`src/rtl/clkcfg_pkg.sv`:
```
package clkcfg_pkg;
  localparam int NUM_OUT        = 13;
  localparam int IDX_W          = 4;
  localparam int FIRST_DATA_IDX = 3;
  localparam int NUM_DATA_REGS  = 3;
  localparam logic [7:0] DEF_DEV_ADDR = 8'hD2;

  typedef enum logic [1:0] {
    RX_IDLE = 2'd0,
    RX_BITS = 2'd1,
    RX_ACK  = 2'd2,
    RX_SKIP = 2'd3
  } rx_state_t;
endpackage

```
`src/rtl/twi_line_sync.sv`:
```
module twi_line_sync #(
  parameter int STAGES = 2
) (
  input  logic clk,
  input  logic rst,
  input  logic scl_i,
  input  logic sda_i,
  output logic scl_lvl,
  output logic sda_lvl,
  output logic scl_rise,
  output logic scl_fall,
  output logic start_det,
  output logic stop_det
);
  logic [STAGES-1:0] scl_pipe, sda_pipe;
  logic scl_d, sda_d;

  always_ff @(posedge clk) begin
    if (rst) begin
      scl_pipe <= '1;
      sda_pipe <= '1;
      scl_d    <= 1'b1;
      sda_d    <= 1'b1;
    end else begin
      scl_pipe <= {scl_pipe[STAGES-2:0], scl_i};
      sda_pipe <= {sda_pipe[STAGES-2:0], sda_i};
      scl_d    <= scl_pipe[STAGES-1];
      sda_d    <= sda_pipe[STAGES-1];
    end
  end

  assign scl_lvl   = scl_pipe[STAGES-1];
  assign sda_lvl   = sda_pipe[STAGES-1];
  assign scl_rise  = scl_lvl & ~scl_d;
  assign scl_fall  = ~scl_lvl & scl_d;
  // data edge while the clock is (and was) high
  assign start_det = scl_lvl & scl_d & sda_d & ~sda_lvl;
  assign stop_det  = scl_lvl & scl_d & ~sda_d & sda_lvl;
endmodule

```
`src/rtl/twi_byte_rx.sv`:
```
module twi_byte_rx
  import clkcfg_pkg::*;
#(
  parameter logic [7:0] DEV_ADDR = DEF_DEV_ADDR
) (
  input  logic             clk,
  input  logic             rst,
  input  logic             scl_lvl,
  input  logic             sda_lvl,
  input  logic             scl_rise,
  input  logic             scl_fall,
  input  logic             start_det,
  input  logic             stop_det,
  output logic             sda_pull,
  output logic             wr_valid,
  output logic [IDX_W-1:0] wr_idx,
  output logic [7:0]       wr_data
);
  localparam logic [IDX_W-1:0] IDX_MAX = '1;

  rx_state_t        state;
  logic [7:0]       shreg;
  logic [2:0]       bit_cnt;
  logic             byte_full;
  logic [IDX_W-1:0] byte_idx;
  logic [7:0]       next_byte;

  assign next_byte = {shreg[6:0], sda_lvl};

  always_ff @(posedge clk) begin
    if (rst) begin
      state     <= RX_IDLE;
      shreg     <= '0;
      bit_cnt   <= '0;
      byte_full <= 1'b0;
      byte_idx  <= '0;
      sda_pull  <= 1'b0;
      wr_valid  <= 1'b0;
      wr_idx    <= '0;
      wr_data   <= '0;
    end else begin
      wr_valid <= 1'b0;
      if (start_det) begin
        state     <= RX_BITS;
        bit_cnt   <= '0;
        byte_full <= 1'b0;
        byte_idx  <= '0;
        sda_pull  <= 1'b0;
      end else if (stop_det) begin
        state     <= RX_IDLE;
        byte_full <= 1'b0;
        sda_pull  <= 1'b0;
      end else begin
        unique case (state)
          RX_BITS: begin
            if (scl_rise && !byte_full) begin
              shreg   <= next_byte;
              bit_cnt <= bit_cnt + 3'd1;
              if (bit_cnt == 3'd7) begin
                byte_full <= 1'b1;
                if (byte_idx >= IDX_W'(FIRST_DATA_IDX)) begin
                  wr_valid <= 1'b1;
                  wr_idx   <= byte_idx;
                  wr_data  <= next_byte;
                end
              end
            end else if (scl_fall && byte_full) begin
              byte_full <= 1'b0;
              if (byte_idx == '0 && shreg != DEV_ADDR) begin
                state <= RX_SKIP;
              end else begin
                state    <= RX_ACK;
                sda_pull <= 1'b1;
              end
            end
          end
          RX_ACK: begin
            if (scl_fall) begin
              sda_pull <= 1'b0;
              state    <= RX_BITS;
              bit_cnt  <= '0;
              if (byte_idx != IDX_MAX) byte_idx <= byte_idx + 1'b1;
            end
          end
          default: ;
        endcase
      end
    end
  end

  // the pull-down is only applied while the clock line is low
  p_ack_low_phase_r5: assert property (@(posedge clk) disable iff (rst)
    $rose(sda_pull) |-> !scl_lvl);
  // release of the pull-down follows a clock fall or a bus condition
  p_ack_release_r5: assert property (@(posedge clk) disable iff (rst)
    $fell(sda_pull) |-> ($past(scl_fall) || $past(start_det) || $past(stop_det)));
  // an unaddressed transaction never drives the line
  p_no_pull_skip_r2: assert property (@(posedge clk) disable iff (rst)
    (state == RX_SKIP || state == RX_IDLE) |-> !sda_pull);
  // a stop returns to idle
  p_stop_idle_r11: assert property (@(posedge clk) disable iff (rst)
    stop_det && !start_det |=> (state == RX_IDLE && !sda_pull));
endmodule

```
`src/rtl/out_en_bank.sv`:
```
module out_en_bank
  import clkcfg_pkg::*;
(
  input  logic               clk,
  input  logic               rst,
  input  logic               wr_valid,
  input  logic [IDX_W-1:0]   wr_idx,
  input  logic [7:0]         wr_data,
  output logic [NUM_OUT-1:0] out_en
);
  // per-register: which enable bits a data byte owns and where they come from
  logic [NUM_OUT-1:0] own_mask [NUM_DATA_REGS];
  logic [NUM_OUT-1:0] own_val  [NUM_DATA_REGS];
  logic [NUM_OUT-1:0] nxt_en;

  always_comb begin
    own_mask[0] = 13'h003F;
    own_val[0]  = {7'b0, wr_data[7], wr_data[6], wr_data[3:0]};
    own_mask[1] = 13'h0FC0;
    own_val[1]  = {1'b0, wr_data[7:4], wr_data[1:0], 6'b0};
    own_mask[2] = 13'h1000;
    own_val[2]  = {wr_data[6], 12'b0};
  end

  always_comb begin
    nxt_en = out_en;
    for (int r = 0; r < NUM_DATA_REGS; r++) begin
      if (wr_valid && wr_idx == IDX_W'(FIRST_DATA_IDX + r))
        nxt_en = (out_en & ~own_mask[r]) | (own_val[r] & own_mask[r]);
    end
  end

  always_ff @(posedge clk) begin
    if (rst) out_en <= '1;
    else     out_en <= nxt_en;
  end

  // reset enables every output
  p_reset_all_on_r1: assert property (@(posedge clk)
    rst |=> (out_en == '1));
  // enables move only on a completed data byte
  p_hold_between_bytes_r10: assert property (@(posedge clk) disable iff (rst)
    !wr_valid |=> $stable(out_en));
  // data byte 2 touches nothing but output 12
  p_byte2_only_top_r8: assert property (@(posedge clk) disable iff (rst)
    (wr_valid && wr_idx == IDX_W'(FIRST_DATA_IDX + 2)) |=> $stable(out_en[11:0]));
  // bytes after the third data byte change nothing
  p_late_bytes_r9: assert property (@(posedge clk) disable iff (rst)
    (wr_valid && wr_idx > IDX_W'(FIRST_DATA_IDX + 2)) |=> $stable(out_en));
endmodule

```
`src/rtl/clkcfg_serial_slave.sv`:
```
module clkcfg_serial_slave
  import clkcfg_pkg::*;
#(
  parameter int         SYNC_STAGES = 2,
  parameter logic [7:0] DEV_ADDR    = DEF_DEV_ADDR
) (
  input  logic               clk,
  input  logic               rst,
  input  logic               scl_i,
  input  logic               sda_i,
  output logic               sda_pull_o,
  output logic [NUM_OUT-1:0] out_en_o
);
  logic scl_lvl, sda_lvl, scl_rise, scl_fall, start_det, stop_det;
  logic             wr_valid;
  logic [IDX_W-1:0] wr_idx;
  logic [7:0]       wr_data;

  twi_line_sync #(.STAGES(SYNC_STAGES)) u_sync (
    .clk(clk), .rst(rst), .scl_i(scl_i), .sda_i(sda_i),
    .scl_lvl(scl_lvl), .sda_lvl(sda_lvl), .scl_rise(scl_rise),
    .scl_fall(scl_fall), .start_det(start_det), .stop_det(stop_det)
  );

  twi_byte_rx #(.DEV_ADDR(DEV_ADDR)) u_rx (
    .clk(clk), .rst(rst), .scl_lvl(scl_lvl), .sda_lvl(sda_lvl),
    .scl_rise(scl_rise), .scl_fall(scl_fall), .start_det(start_det),
    .stop_det(stop_det), .sda_pull(sda_pull_o), .wr_valid(wr_valid),
    .wr_idx(wr_idx), .wr_data(wr_data)
  );

  out_en_bank u_bank (
    .clk(clk), .rst(rst), .wr_valid(wr_valid), .wr_idx(wr_idx),
    .wr_data(wr_data), .out_en(out_en_o)
  );
endmodule

```
`config.mk`:
```
export PLATFORM = sky130hd
export DESIGN_NAME = clkcfg_serial_slave
export DESIGN_NICKNAME = d
export VERILOG_FILES = /design/src/rtl/clkcfg_pkg.sv /design/src/rtl/twi_line_sync.sv /design/src/rtl/twi_byte_rx.sv /design/src/rtl/out_en_bank.sv /design/src/rtl/clkcfg_serial_slave.sv
export SDC_FILE = /design/constraint.sdc
export NUM_CORES = 1
export LEC_CHECK = 0
export BUFFER_PORTS_ARGS = -buffer_cell sky130_fd_sc_hd__clkbuf_2
export CAP_MARGIN = 0
export CORE_UTILIZATION = 40
export DETAILED_ROUTE_END_ITERATION = 7
export GPL_TIMING_DRIVEN = 0
export PLACE_DENSITY = 0.58
export REMOVE_ABC_BUFFERS = 1
export SETUP_SLACK_MARGIN = 0.4
export SYNTH_ARGS = -nofsm -noshare
export SYNTH_HDL_FRONTEND = slang
export SYNTH_SLANG_ARGS = --single-unit
```
`constraint.sdc`:
```
create_clock -name clk -period 2.4 [get_ports clk]
set_input_delay 0.36 -clock clk [delete_from_list [all_inputs] [get_ports clk]]
set_output_delay 0.36 -clock clk [all_outputs]
set_load 0.01 [all_outputs]
```
==> flow_summary.yaml <==
outcome:
  outcome: "finished clean"
timing:
  timing.fmax_ghz: 0.539
  hold_violations: 0
  fin_crit_ns: 1.86
  finalMaxSlewViolations: 0
  worstMarginPinSlew_ns: 0.839
  finalCritPeriodShare_pct: 77.4
  setup-violations-final: 0
  maxSlewHeadroom_pct: 44.0
  clock_skew_ns: 0.0124
  rsz0062_at_grt: "no"
floorplan:
  io_pins: 18
  rows: 26
  core_area_um2: 5200
  start_util_pct: 42.4
  die_h_um: 76.3
  dieArea_um2: 5820
  die_x_um: 76.3
place:
  placed_area_um2: 2290
  dp_hpwl_mm: 2.51
  portBuffers: 17
  routabilityCongestion: 0.796
hold_path:
  hp-class: "input port to register"
  min_delay_path_depth: 2
  hold_start: "sda_i"
  hold_end: "u_sync.sda_pipe[0]"
grt:
  grt_antenna_before_repair: 0
  grt-ovfl-total: 0
  grt_max_degree: 45
  grt_pass1_wl_mm: 6.35
  grt_pass1_vias: 1432
  grt_usage_pct: 13.7
layout:
  nFillCells: 529
  design_area_um2: 2420
  n_antenna_cell: 0
  layout-drive-gt1-share_pct: 15.0
  multi_input_area_um2: 1080
  seq_area_um2: 1020
  nNetsFinal: 256
  syn_to_final_growth_pct: 9.93
synth:
  synth_area_leaders: "dfxtp_1 (46%), mux2i_1 (7.3%), a211o_1 (5.2%), nor2_1 (4.9%), nand2_1 (4.1%)"
  syn_area_um2: 2210
  synth_top_flop_cell: "dfxtp_1"
  yosysTopAreaCellShare_pct: 46.3
  ys_warn_count: 0
  synthDistinctLibCells: 47
  yosys_register_bits: 51
  ys_seq_area_share_pct: 46.3
  synth-async-reset-ratio_pct: 0
  synth_edf_count: 0
  synth_top_cell_by_area: "dfxtp_1"
  avgSynthCellArea_um2: 9.39
  syn_inst: 235
critical_path:
  r2r_start: "u_rx.state[0]"
  crit_fanout: 9
  cpPeakStageDelay_ns: 0.41
  cp.arrival_ns: 2.08
  path_delay_family: "compound AO/OA/AOI/OAI gates"
  worstSetupPathType: "register to register"
  end_kind: "register"
  worstRegToRegCells: 5
  cp.buffers_inverters: 1
  reg2reg_to: "u_rx.bit_cnt[2]"
  ff2ff_setup_slack_ns: 0.54
  critical_path.startpoint: "u_rx.state[0]"
  cp_num_cells: 5
  crit_slowest_cell: "ha_1"
  worstPathCellList: "inv_1, ha_1, a211o_1, a22oi_1, mux2i_1"
  cp-start-kind: "register"
  required_ns: 2.63
clocking:
  clk_path_buf_depth: 2
  ctsHtreeMaxLevel: 2
  clock-sinks: 51
  cts_tree: "done"
  post_cts_buffers: 0
  cts_buffers: 5
  clock-root-buffer: "clkbuf_8"
  hold_buffers: 0
  clkSlewWorstSetupHoldPaths_ns: 0.09
  clk_latency_ns: 0.30
route:
  drt_iter0_drc: 80
  drt_pass1_iterations: 4
  finalWirelength_mm: 3.82
  wl_per_cell_um: 12.1
  num_vias: 1580
  final_antenna_net_count: 0
  routed_via_density: 4.98
  drt_drc_violations_left: 0
power:
  leakage_nw: 0.879
  peakVddDrop_uv: 426
  power.total_mw: 1.83
  power.density_nw_per_um2: 754
flow_run:
  cap_violations: 0
==> worst reg2reg max path: stages (launching register included) <==
cell and delay, ns:
dfxtp_1 0.39, inv_1 0.08, ha_1 0.41, a211o_1 0.27
a22oi_1 0.40, mux2i_1 0.23
==> cells by family after synthesis <==
kind of cell | count (synthesis) | share of synthesized area, %
AOI/OAI and AO/OA | 40 | 13.3
DFF | 51 | 46.3
and+or+nand+nor | 93 | 22.2
xor gates and xnor gates | 4 | 1.59
buffers and inverters | 25 | 5.96
adders and majority gates | 6 | 3.40
muxes | 16 | 7.26
==> placed cells by master (no fill, tap or decap), types with 2 or more instances in the layout <==
master,synthesis,routed
a211o_1,13,13
a21oi_1,11,11
a31oi_1,2,2
and4b_1,2,2
and4bb_2,1,2
clkbuf_2,0,17
clkbuf_8,0,5
dfxtp_1,51,51
ha_1,6,5
inv_1,11,11
mux2i_1,16,16
nand2_1,24,24
nand2b_1,3,3
nand3_1,4,4
nand3b_1,2,2
nand4_1,2,2
nor2_1,29,29
nor2b_1,8,8
nor4b_1,2,2
o21a_1,2,2
o21bai_1,2,2
or2_2,6,6
or3_1,2,2
xnor2_1,2,2
xor2_1,2,2
==> where the power goes <==
part           switching [mW]  internal [mW]  total (mW)
clock network           0.278          0.315       0.593
registers              0.0240          0.873       0.897
logic                   0.190          0.149       0.339
total                   0.491           1.34        1.83
==> per-layer routing <==
metal / wire, µm / vias to the layer above / track usage (%) / share of wire [%]
li1: - / 828 / - / -
met1: 1960 / 730 / 17.8 / 51
met2: 1710 / 16 / 21.1 / 45
met3: 90 / 6 / 3.23 / 2.4
met4: 63 / 0 / 7.50 / 1.6
met5: 0 / - / 0 / 0
==> synthesized netlist by cell type (2+ instances only) <==
master    count
ha_1          6
buf_6         2
nand3_1       4
dfxtp_1      51
or3_1         2
and4b_1       2
o21bai_1      2
nand2b_1      3
inv_1        11
a211o_1      13
or2_2         6
a21oi_1      11
buf_1         2
clkbuf_1      6
xor2_1        2
a31oi_1       2
nand2_1      24
nor4b_1       2
buf_2         2
mux2i_1      16
o21a_1        2
xnor2_1       2
nor2b_1       8
nand4_1       2
nor2_1       29
nand3b_1      2
==> through the flow <==
stage          util, %  cells  setup TNS, ns  setup WS (ns)  hold WS, ns
6_report          46.6    317              0          0.544        0.234
5_1_grt           46.6    317              0          0.415        0.219
4_1_cts           46.3    316              0          0.403        0.226
3_5_place_dp      44.0    308         -0.119        -0.0163        0.400
3_3_place_gp      44.0    308         -0.709        -0.0650        0.391
2_1_floorplan        -    221              0          0.420        0.389
==> how the worst max path moves through the flow <==
stage	endpoint	slack (ns)
2_1_floorplan	u_rx.wr_data[0]	0.42
3_3_place_gp	u_rx.wr_data[3]	-0.07
3_5_place_dp	u_rx.wr_data[2]	-0.02
4_1_cts	u_rx.wr_idx[3]	0.40
5_1_grt	u_rx.wr_data[0]	0.42
6_report	u_rx.bit_cnt[2]	0.54
==> flip-flops by register name, indices dropped and copies added, names as in the netlist, 2 cells and up <==
signal and cells:
u_rx.shreg 8, u_rx.state 2, u_rx.wr_idx 4, u_sync.sda_pipe 2, u_bank.out_en 13, u_rx.byte_idx 4, u_sync.scl_pipe 2, u_rx.wr_data 8
u_rx.bit_cnt 3
==> what timing repair did <==
action,CTS,global route
pin swaps,0,1
endpoints found under the hold margin,0,0
resized for setup,3,1
gates cloned,0,1
setup endpoints to repair,13,12
==> layout make-up <==
cell class	instances	share of cell area, %
clock buffer	6	2.99
clock inverter	2	1.60
inverter	11	1.70
multi-input combinational	160	44.5
sequential	51	42.1
tap	70	3.61
timing repair buffer	17	3.51
(Power assumes the default switching activity.)
